--- src/rtl/tod_pkg.sv ---
package tod_pkg;
  typedef logic [3:0] bcd_t;

  // number of digit stages below the hours pair
  localparam int unsigned LOW_STAGES = 4;
  // hours-pair limit (23)
  localparam int unsigned HOUR_TENS_LAST  = 2;
  localparam int unsigned HOUR_UNITS_LIMIT = 3;

  // even stage index -> units digit (mod 10), odd -> tens digit (mod 6)
  function automatic int unsigned low_stage_mod(input int unsigned idx);
    return (idx % 2 == 0) ? 10 : 6;
  endfunction
endpackage

--- src/rtl/tod_timebase.sv ---
module tod_timebase #(
  parameter int unsigned CLK_PER_SEC = 125_000_000
) (
  input  logic clk,
  input  logic rst,
  input  logic run_en,
  output logic sec_en,
  output logic wave
);
  localparam int unsigned HALF = CLK_PER_SEC / 2;
  localparam int unsigned CW   = (HALF > 1) ? $clog2(HALF) : 1;
  localparam logic [CW-1:0] CNT_LAST = CW'(HALF - 1);

  logic [CW-1:0] div_cnt;
  logic          div_tc;
  logic          tgl;

  assign div_tc = run_en && (div_cnt == CNT_LAST);
  // the toggle falling edge closes one full period: one second
  assign sec_en = div_tc && tgl;
  assign wave   = tgl;

  always_ff @(posedge clk) begin
    if (rst) begin
      div_cnt <= '0;
      tgl     <= 1'b0;
    end else if (div_tc) begin
      div_cnt <= '0;
      tgl     <= ~tgl;
    end else if (run_en) begin
      div_cnt <= div_cnt + 1'b1;
    end
  end

  logic past_ok;
  always_ff @(posedge clk) begin
    if (rst) past_ok <= 1'b0;
    else     past_ok <= 1'b1;
  end


  div_range_chk: assert property (@(posedge clk) disable iff (rst)
    div_cnt <= CNT_LAST);


  div_freeze_chk: assert property (@(posedge clk) disable iff (rst || !past_ok)
    !$past(run_en) |-> ($stable(div_cnt) && $stable(tgl)));


  wave_flip_chk: assert property (@(posedge clk) disable iff (rst || !past_ok)
    (tgl != $past(tgl)) |-> $past(div_tc));
endmodule

--- src/rtl/bcd_digit_stage.sv ---
module bcd_digit_stage
  import tod_pkg::*;
#(
  parameter int unsigned MODULUS = 10
) (
  input  logic clk,
  input  logic rst,
  input  logic step,
  input  logic wrap_now,
  output bcd_t q,
  output logic at_last
);
  localparam bcd_t LAST = 4'(MODULUS - 1);

  assign at_last = (q == LAST);

  always_ff @(posedge clk) begin
    if (rst) begin
      q <= '0;
    end else if (step) begin
      if (at_last || wrap_now) q <= '0;
      else                     q <= q + 1'b1;
    end
  end

  logic past_ok;
  always_ff @(posedge clk) begin
    if (rst) past_ok <= 1'b0;
    else     past_ok <= 1'b1;
  end


  digit_range_chk: assert property (@(posedge clk) disable iff (rst)
    q <= LAST);


  digit_hold_chk: assert property (@(posedge clk) disable iff (rst || !past_ok)
    !$past(step) |-> $stable(q));


  digit_wrap_chk: assert property (@(posedge clk) disable iff (rst || !past_ok)
    ($past(step) && $past(q) == LAST) |-> (q == '0));
endmodule

--- src/rtl/tod_bcd_counter.sv ---
module tod_bcd_counter
  import tod_pkg::*;
#(
  parameter int unsigned CLK_PER_SEC = 125_000_000
) (
  input  logic       clk,
  input  logic       rst,
  input  logic       run_en,
  output logic [3:0] sec_units,
  output logic [3:0] sec_tens,
  output logic [3:0] min_units,
  output logic [3:0] min_tens,
  output logic [3:0] hour_units,
  output logic [3:0] hour_tens,
  output logic       sec_tick,
  output logic       half_sec_wave
);
  logic sec_en;

  tod_timebase #(.CLK_PER_SEC(CLK_PER_SEC)) timebase_i (
    .clk    (clk),
    .rst    (rst),
    .run_en (run_en),
    .sec_en (sec_en),
    .wave   (half_sec_wave)
  );

  // carry chain through the low stages
  logic [LOW_STAGES:0] carry;
  bcd_t                low_q    [LOW_STAGES];
  logic [LOW_STAGES-1:0] low_last;

  assign carry[0] = sec_en;

  for (genvar g = 0; g < LOW_STAGES; g++) begin : g_low
    bcd_digit_stage #(.MODULUS(low_stage_mod(g))) stage_i (
      .clk      (clk),
      .rst      (rst),
      .step     (carry[g]),
      .wrap_now (1'b0),
      .q        (low_q[g]),
      .at_last  (low_last[g])
    );
    assign carry[g+1] = carry[g] && low_last[g];
  end

  // hours pair with 24-hour limit
  bcd_t hu_q, ht_q;
  logic hu_last, ht_last, at_limit, ht_step;

  assign at_limit = ht_last && (hu_q == 4'(HOUR_UNITS_LIMIT));
  assign ht_step  = carry[LOW_STAGES] && (hu_last || at_limit);

  bcd_digit_stage #(.MODULUS(10)) hour_units_i (
    .clk      (clk),
    .rst      (rst),
    .step     (carry[LOW_STAGES]),
    .wrap_now (at_limit),
    .q        (hu_q),
    .at_last  (hu_last)
  );

  bcd_digit_stage #(.MODULUS(HOUR_TENS_LAST + 1)) hour_tens_i (
    .clk      (clk),
    .rst      (rst),
    .step     (ht_step),
    .wrap_now (at_limit),
    .q        (ht_q),
    .at_last  (ht_last)
  );

  always_ff @(posedge clk) begin
    if (rst) sec_tick <= 1'b0;
    else     sec_tick <= sec_en;
  end

  assign sec_units  = low_q[0];
  assign sec_tens   = low_q[1];
  assign min_units  = low_q[2];
  assign min_tens   = low_q[3];
  assign hour_units = hu_q;
  assign hour_tens  = ht_q;

  logic past_ok;
  always_ff @(posedge clk) begin
    if (rst) past_ok <= 1'b0;
    else     past_ok <= 1'b1;
  end


  hour_limit_chk: assert property (@(posedge clk) disable iff (rst)
    (hour_tens == 4'(HOUR_TENS_LAST)) |-> (hour_units <= 4'(HOUR_UNITS_LIMIT)));


  hour_tens_range_chk: assert property (@(posedge clk) disable iff (rst)
    hour_tens <= 4'(HOUR_TENS_LAST));


  tick_value_chk: assert property (@(posedge clk) disable iff (rst || !past_ok)
    sec_tick |-> (sec_units != $past(sec_units)));


  tick_freeze_chk: assert property (@(posedge clk) disable iff (rst || !past_ok)
    !$past(run_en) |-> !sec_tick);


  hour_carry_chk: assert property (@(posedge clk) disable iff (rst || !past_ok)
    ($past(hour_units) == 4'd9 && hour_units == 4'd0)
      |-> (hour_tens == $past(hour_tens) + 4'd1));
endmodule

--- config.mk ---
export PLATFORM = sky130hd
export DESIGN_NAME = tod_bcd_counter
export DESIGN_NICKNAME = d
export VERILOG_FILES = /design/src/rtl/tod_pkg.sv /design/src/rtl/tod_timebase.sv /design/src/rtl/bcd_digit_stage.sv /design/src/rtl/tod_bcd_counter.sv
export SDC_FILE = /design/constraint.sdc
export NUM_CORES = 1
export LEC_CHECK = 0
export BUFFER_PORTS_ARGS = -buffer_cell sky130_fd_sc_hd__buf_2
export CAP_MARGIN = 15
export CORE_ASPECT_RATIO = 1.25
export CORE_MARGIN = 2
export CORE_UTILIZATION = 45
export CTS_CLUSTER_DIAMETER = 60
export DETAILED_ROUTE_END_ITERATION = 8
export GPL_TIMING_DRIVEN = 0
export HOLD_SLACK_MARGIN = 0.05
export PLACE_DENSITY = 0.66
export SETUP_SLACK_MARGIN = 0.3
export SYNTH_ARGS = -nofsm -noshare
export SYNTH_HDL_FRONTEND = slang
export SYNTH_SLANG_ARGS = --single-unit
--- constraint.sdc ---
create_clock -name clk -period 2.9 [get_ports clk]
set_input_delay 0.58 -clock clk [delete_from_list [all_inputs] [get_ports clk]]
set_output_delay 0.58 -clock clk [all_outputs]
set_load 0.01 [all_outputs]
==> summary.md <==
| Metric | Value |
|---|---|
| Outcome | `complete, no violations` |
| CTS tree | `done` |
| Crit. End Element | `register` |
| CTS HTree Levels | `2` |
| Max clock buf depth | `2` |
| Placed inst area | `~2800 um2` |
| Site row count | `30` |
| Data required, critical path | `approximately 3.2 ns` |
| Clock network fraction of total power | `roughly 36%` |
| Pint | `between 0.8 and 0.9 mW` |
| Yosys top cell area share | `~40%` |
| DRC viols | `0` |
| Count of input and output buffers | `27` |
| Final hold viol count | `0` |
| Synth Cell Area | `between 2000 and 3000 um2` |
| Latest clock arrival within the worst-skew pair | `approximately 0.31 ns` |
| Clock-pin transition on the worst setup and hold timing paths | `0.10 ns` |
| Syn nets | `313` |
| Final Cell Area | `3010 um2` |
| Average vias per placed instance | `about 5.7` |
| Initial drt markers | `roughly 140` |
| Setup_tns | `0 ns` |
| Synth cell types | `42` |
| Nets | `approximately 350` |
| Slew HR | `61.7%` |
| Total track usage | `18.2%` |
| Final min period | `2.61 ns` |
| Crit path kind | `reg2reg` |
| Routed Antenna Nets | `0` |
| Max VDD drop | `approximately 0.00026 V` |
| Core Area | `between 5000 and 6000 um2` |
| Synth Flop Type | `dfxtp_1` |
| Dpl hpwl | `between 3000 and 4000 um` |
| Mean Syn Cell Area | `~8.5 um2` |
| Yosys reg bits | `52` |
| Post-Route WL | `between 5000 and 6000 um` |
| Cts bufs inserted | `5` |
| # hold bufs at CTS | `0` |
| Final Cycle Share | `between 90% and 100%` |
| Pwr dens | `around 380 nW/um2` |
| Worst-path maximum fanout | `8` |
| Starting Density | `47.2%` |
| Slew @ Worst Pin | `~0.57 ns` |
| Sequential element share of the synthesized area | `between 40% and 50%` |
| RSZ-0062 raised after global routing | `true` |
| Psw | `roughly 0.26 mW` |
| DR vias | `2309` |
| Fin util | `a little over half` |
| Antenna fix cells | `0` |
| Max-Cap Viols | `0` |
| Async set or reset register ratio after synthesis | `0%` |
| Via count of the first global-routing pass | `2012` |
| Final Wtd Congestion | `roughly 0.8` |
| Highest routed layer | `met4` |
| Antenna violations before repair | `0` |
| Height of the die | `88.8 um` |
| Routed wl met2 | `roughly 2700 um` |
| Worst path arrival time | `2.86 ns` |
| Dominant cell type by area after synthesis | `dfxtp_1` |
| Met3 Wirelength | `approximately 180 um` |
| Sw Share | `a little under a quarter` |
| DIE AREA | `about 6400 um2` |
| Tot Pwr | `about 1.2 mW` |
| DR WL/cell | `13.6 um` |
| Setup slack after layout | `a little under 0.3 ns` |
| Largest net degree at the start of global routing | `17` |
| Synth area leaders | `dfxtp_1 40%, xnor2_1 7.5%, nor2_1 5.8%` |
| Max frequency | `383 MHz` |
| Hold Crit Class | `reg2reg` |
| First-pass GRT wire length | `between 9000 and 10000 um` |
| Die Wd | `71.8 um` |
| I/O pins | `29` |
| YS warnings | `0` |
| Synth Instances | `305` |
| Clk sinks | `52` |
| Slew Viols, Final | `0` |
| Post-synth EDFFs | `0` |
| Root Driver | `clkbuf_8` |
| Crit path launch type | `register` |
| Pre-CTS WS | `0.0200 ns` |
| Area Growth Syn to Fin | `16.2%` |
| M1 WL | `between 2000 and 3000 um` |
| Layout cells sized above 1 | `~17%` |
| Seq pwr share | `62.1%` |
| GRT overflow | `0` |
| Final Setup Violations | `0` |
| Worst Clk Skew | `roughly 0.014 ns` |
| DR pass1 iterations | `4` |
| Logic pwr share | `2.1%` |
| P_leak | `between 0.9 and 1 nW` |
## power groups by stage
stage          clock network, mW  registers [mW]  logic (mW)
2_1_floorplan                  0           0.735      0.0168
3_3_place_gp                   0           0.736      0.0247
3_5_place_dp                   0           0.736      0.0250
4_1_cts                    0.431           0.719      0.0250
5_1_grt                    0.458           0.719      0.0281
6_report                   0.413           0.718      0.0243
## synth_stat cells (all sizes together) (4+ instances only)
cell type,count
nand3,14
clkbuf,11
ha,5
and4,5
and3,4
a31oi,4
nor2,40
dfxtp,52
o21ai,5
xor2,7
nor4,7
nand3b,5
inv,15
nand2,19
nor4b,6
a21oi,16
nor4bb,4
nand4,11
or4,4
mux2i,7
xnor2,22
nor3,13
## flip-flops by register name, indices dropped and copies added (netlist names)
signal and flops:
timebase_i.wave 1, g_low.stage_i.q 16, hour_units_i.q 4, hour_tens_i.q 4, timebase_i.div_cnt 26, sec_tick 1
## area by class of cell
| class | count | area [um2] |
|---|---|---|
| multi-input combinational | 225 | 1490 |
| clock buffer | 6 | 72.6 |
| inverter | 15 | 56.3 |
| clock inverter | 2 | 16.3 |
| tap | 64 | 80.1 |
| fill | 532 | 2470 |
| buffer | 13 | 68.8 |
| sequential | 52 | 1050 |
| timing repair buffer | 31 | 165 |
## critical path: stages (launching register included)
cell and delay (ns):
dfxtp_4 0.38, nand4bb_4 0.22, or4b_4 0.53, buf_8 0.14
or4b_4 0.51, buf_6 0.14, or4_1 0.51, a21oi_1 0.13
## per-stage QoR
step / std cells / hold slack, ns
after floorplan: 305 / 0.478
after global placement: 396 / 0.482
after detailed placement: 396 / 0.500
after CTS: 404 / 0.496
after global routing: 408 / 0.539
final: 408 / 0.503
## repair_timing
action	in CTS	in global routing
resized for setup	13	10
pin swaps	1	6
setup endpoints to repair	4	7
buffers inserted	0	4
## routing by layer
layer  GRT usage [%]  vias to the layer above
met5               0                        -
met4            4.97                        0
met2            31.1                       35
met3            3.76                        8
met1            23.2                     1098
li1                -                     1168
## kinds of logic (layout without fill, tap and decap cells)
logic type / Yosys count / after routing / synth area share [%]
adders and majority gates: 5 / 5 / 2.42
AOI/OAI and AO/OA: 37 / 37 / 9.00
buffers and inverters: 28 / 67 / 4.16
xor gates and xnor gates: 29 / 29 / 9.82
DFF: 52 / 52 / 40.3
muxes: 7 / 7 / 2.71
and+or+nand+nor: 147 / 147 / 31.6
## worst paths after layout
path                              start  cells past startpoint                to  slack (ns)
hold / removal          timebase_i.wave                      2   timebase_i.wave        0.50
setup / recovery  g_low[1].stage_i.q[1]                      7  hour_tens_i.q[1]        0.29
setup reg to reg  g_low[1].stage_i.q[1]                      7  hour_tens_i.q[1]        0.29
hold reg to reg         timebase_i.wave                      2   timebase_i.wave        0.50
## cell usage in the layout (no fill, tap or decap), types with 3 or more instances in the layout
| master | netlist | routed |
|---|---|---|
| dfxtp_1 | 52 | 45 |
| nor2_1 | 40 | 40 |
| buf_2 | 2 | 27 |
| xnor2_1 | 22 | 22 |
| nand2_1 | 19 | 19 |
| inv_1 | 15 | 15 |
| a21oi_1 | 16 | 15 |
| nand3_1 | 14 | 14 |
| nor3_1 | 13 | 13 |
| clkbuf_1 | 11 | 11 |
| nand4_1 | 11 | 11 |
| mux2i_1 | 7 | 7 |
| xor2_1 | 7 | 7 |
| dfxtp_2 | 0 | 6 |
| and4_1 | 5 | 5 |
| o21ai_0 | 5 | 5 |
| nand3b_1 | 5 | 5 |
| nor4_1 | 7 | 5 |
| ha_1 | 5 | 5 |
| clkbuf_8 | 0 | 5 |
| and3_1 | 4 | 4 |
| nor4bb_1 | 4 | 4 |
| nor4b_1 | 6 | 4 |
| a31oi_1 | 4 | 4 |
| buf_4 | 0 | 4 |
| or4_1 | 4 | 3 |
| or3_1 | 3 | 3 |
Power figures use the tool's default switching activity.
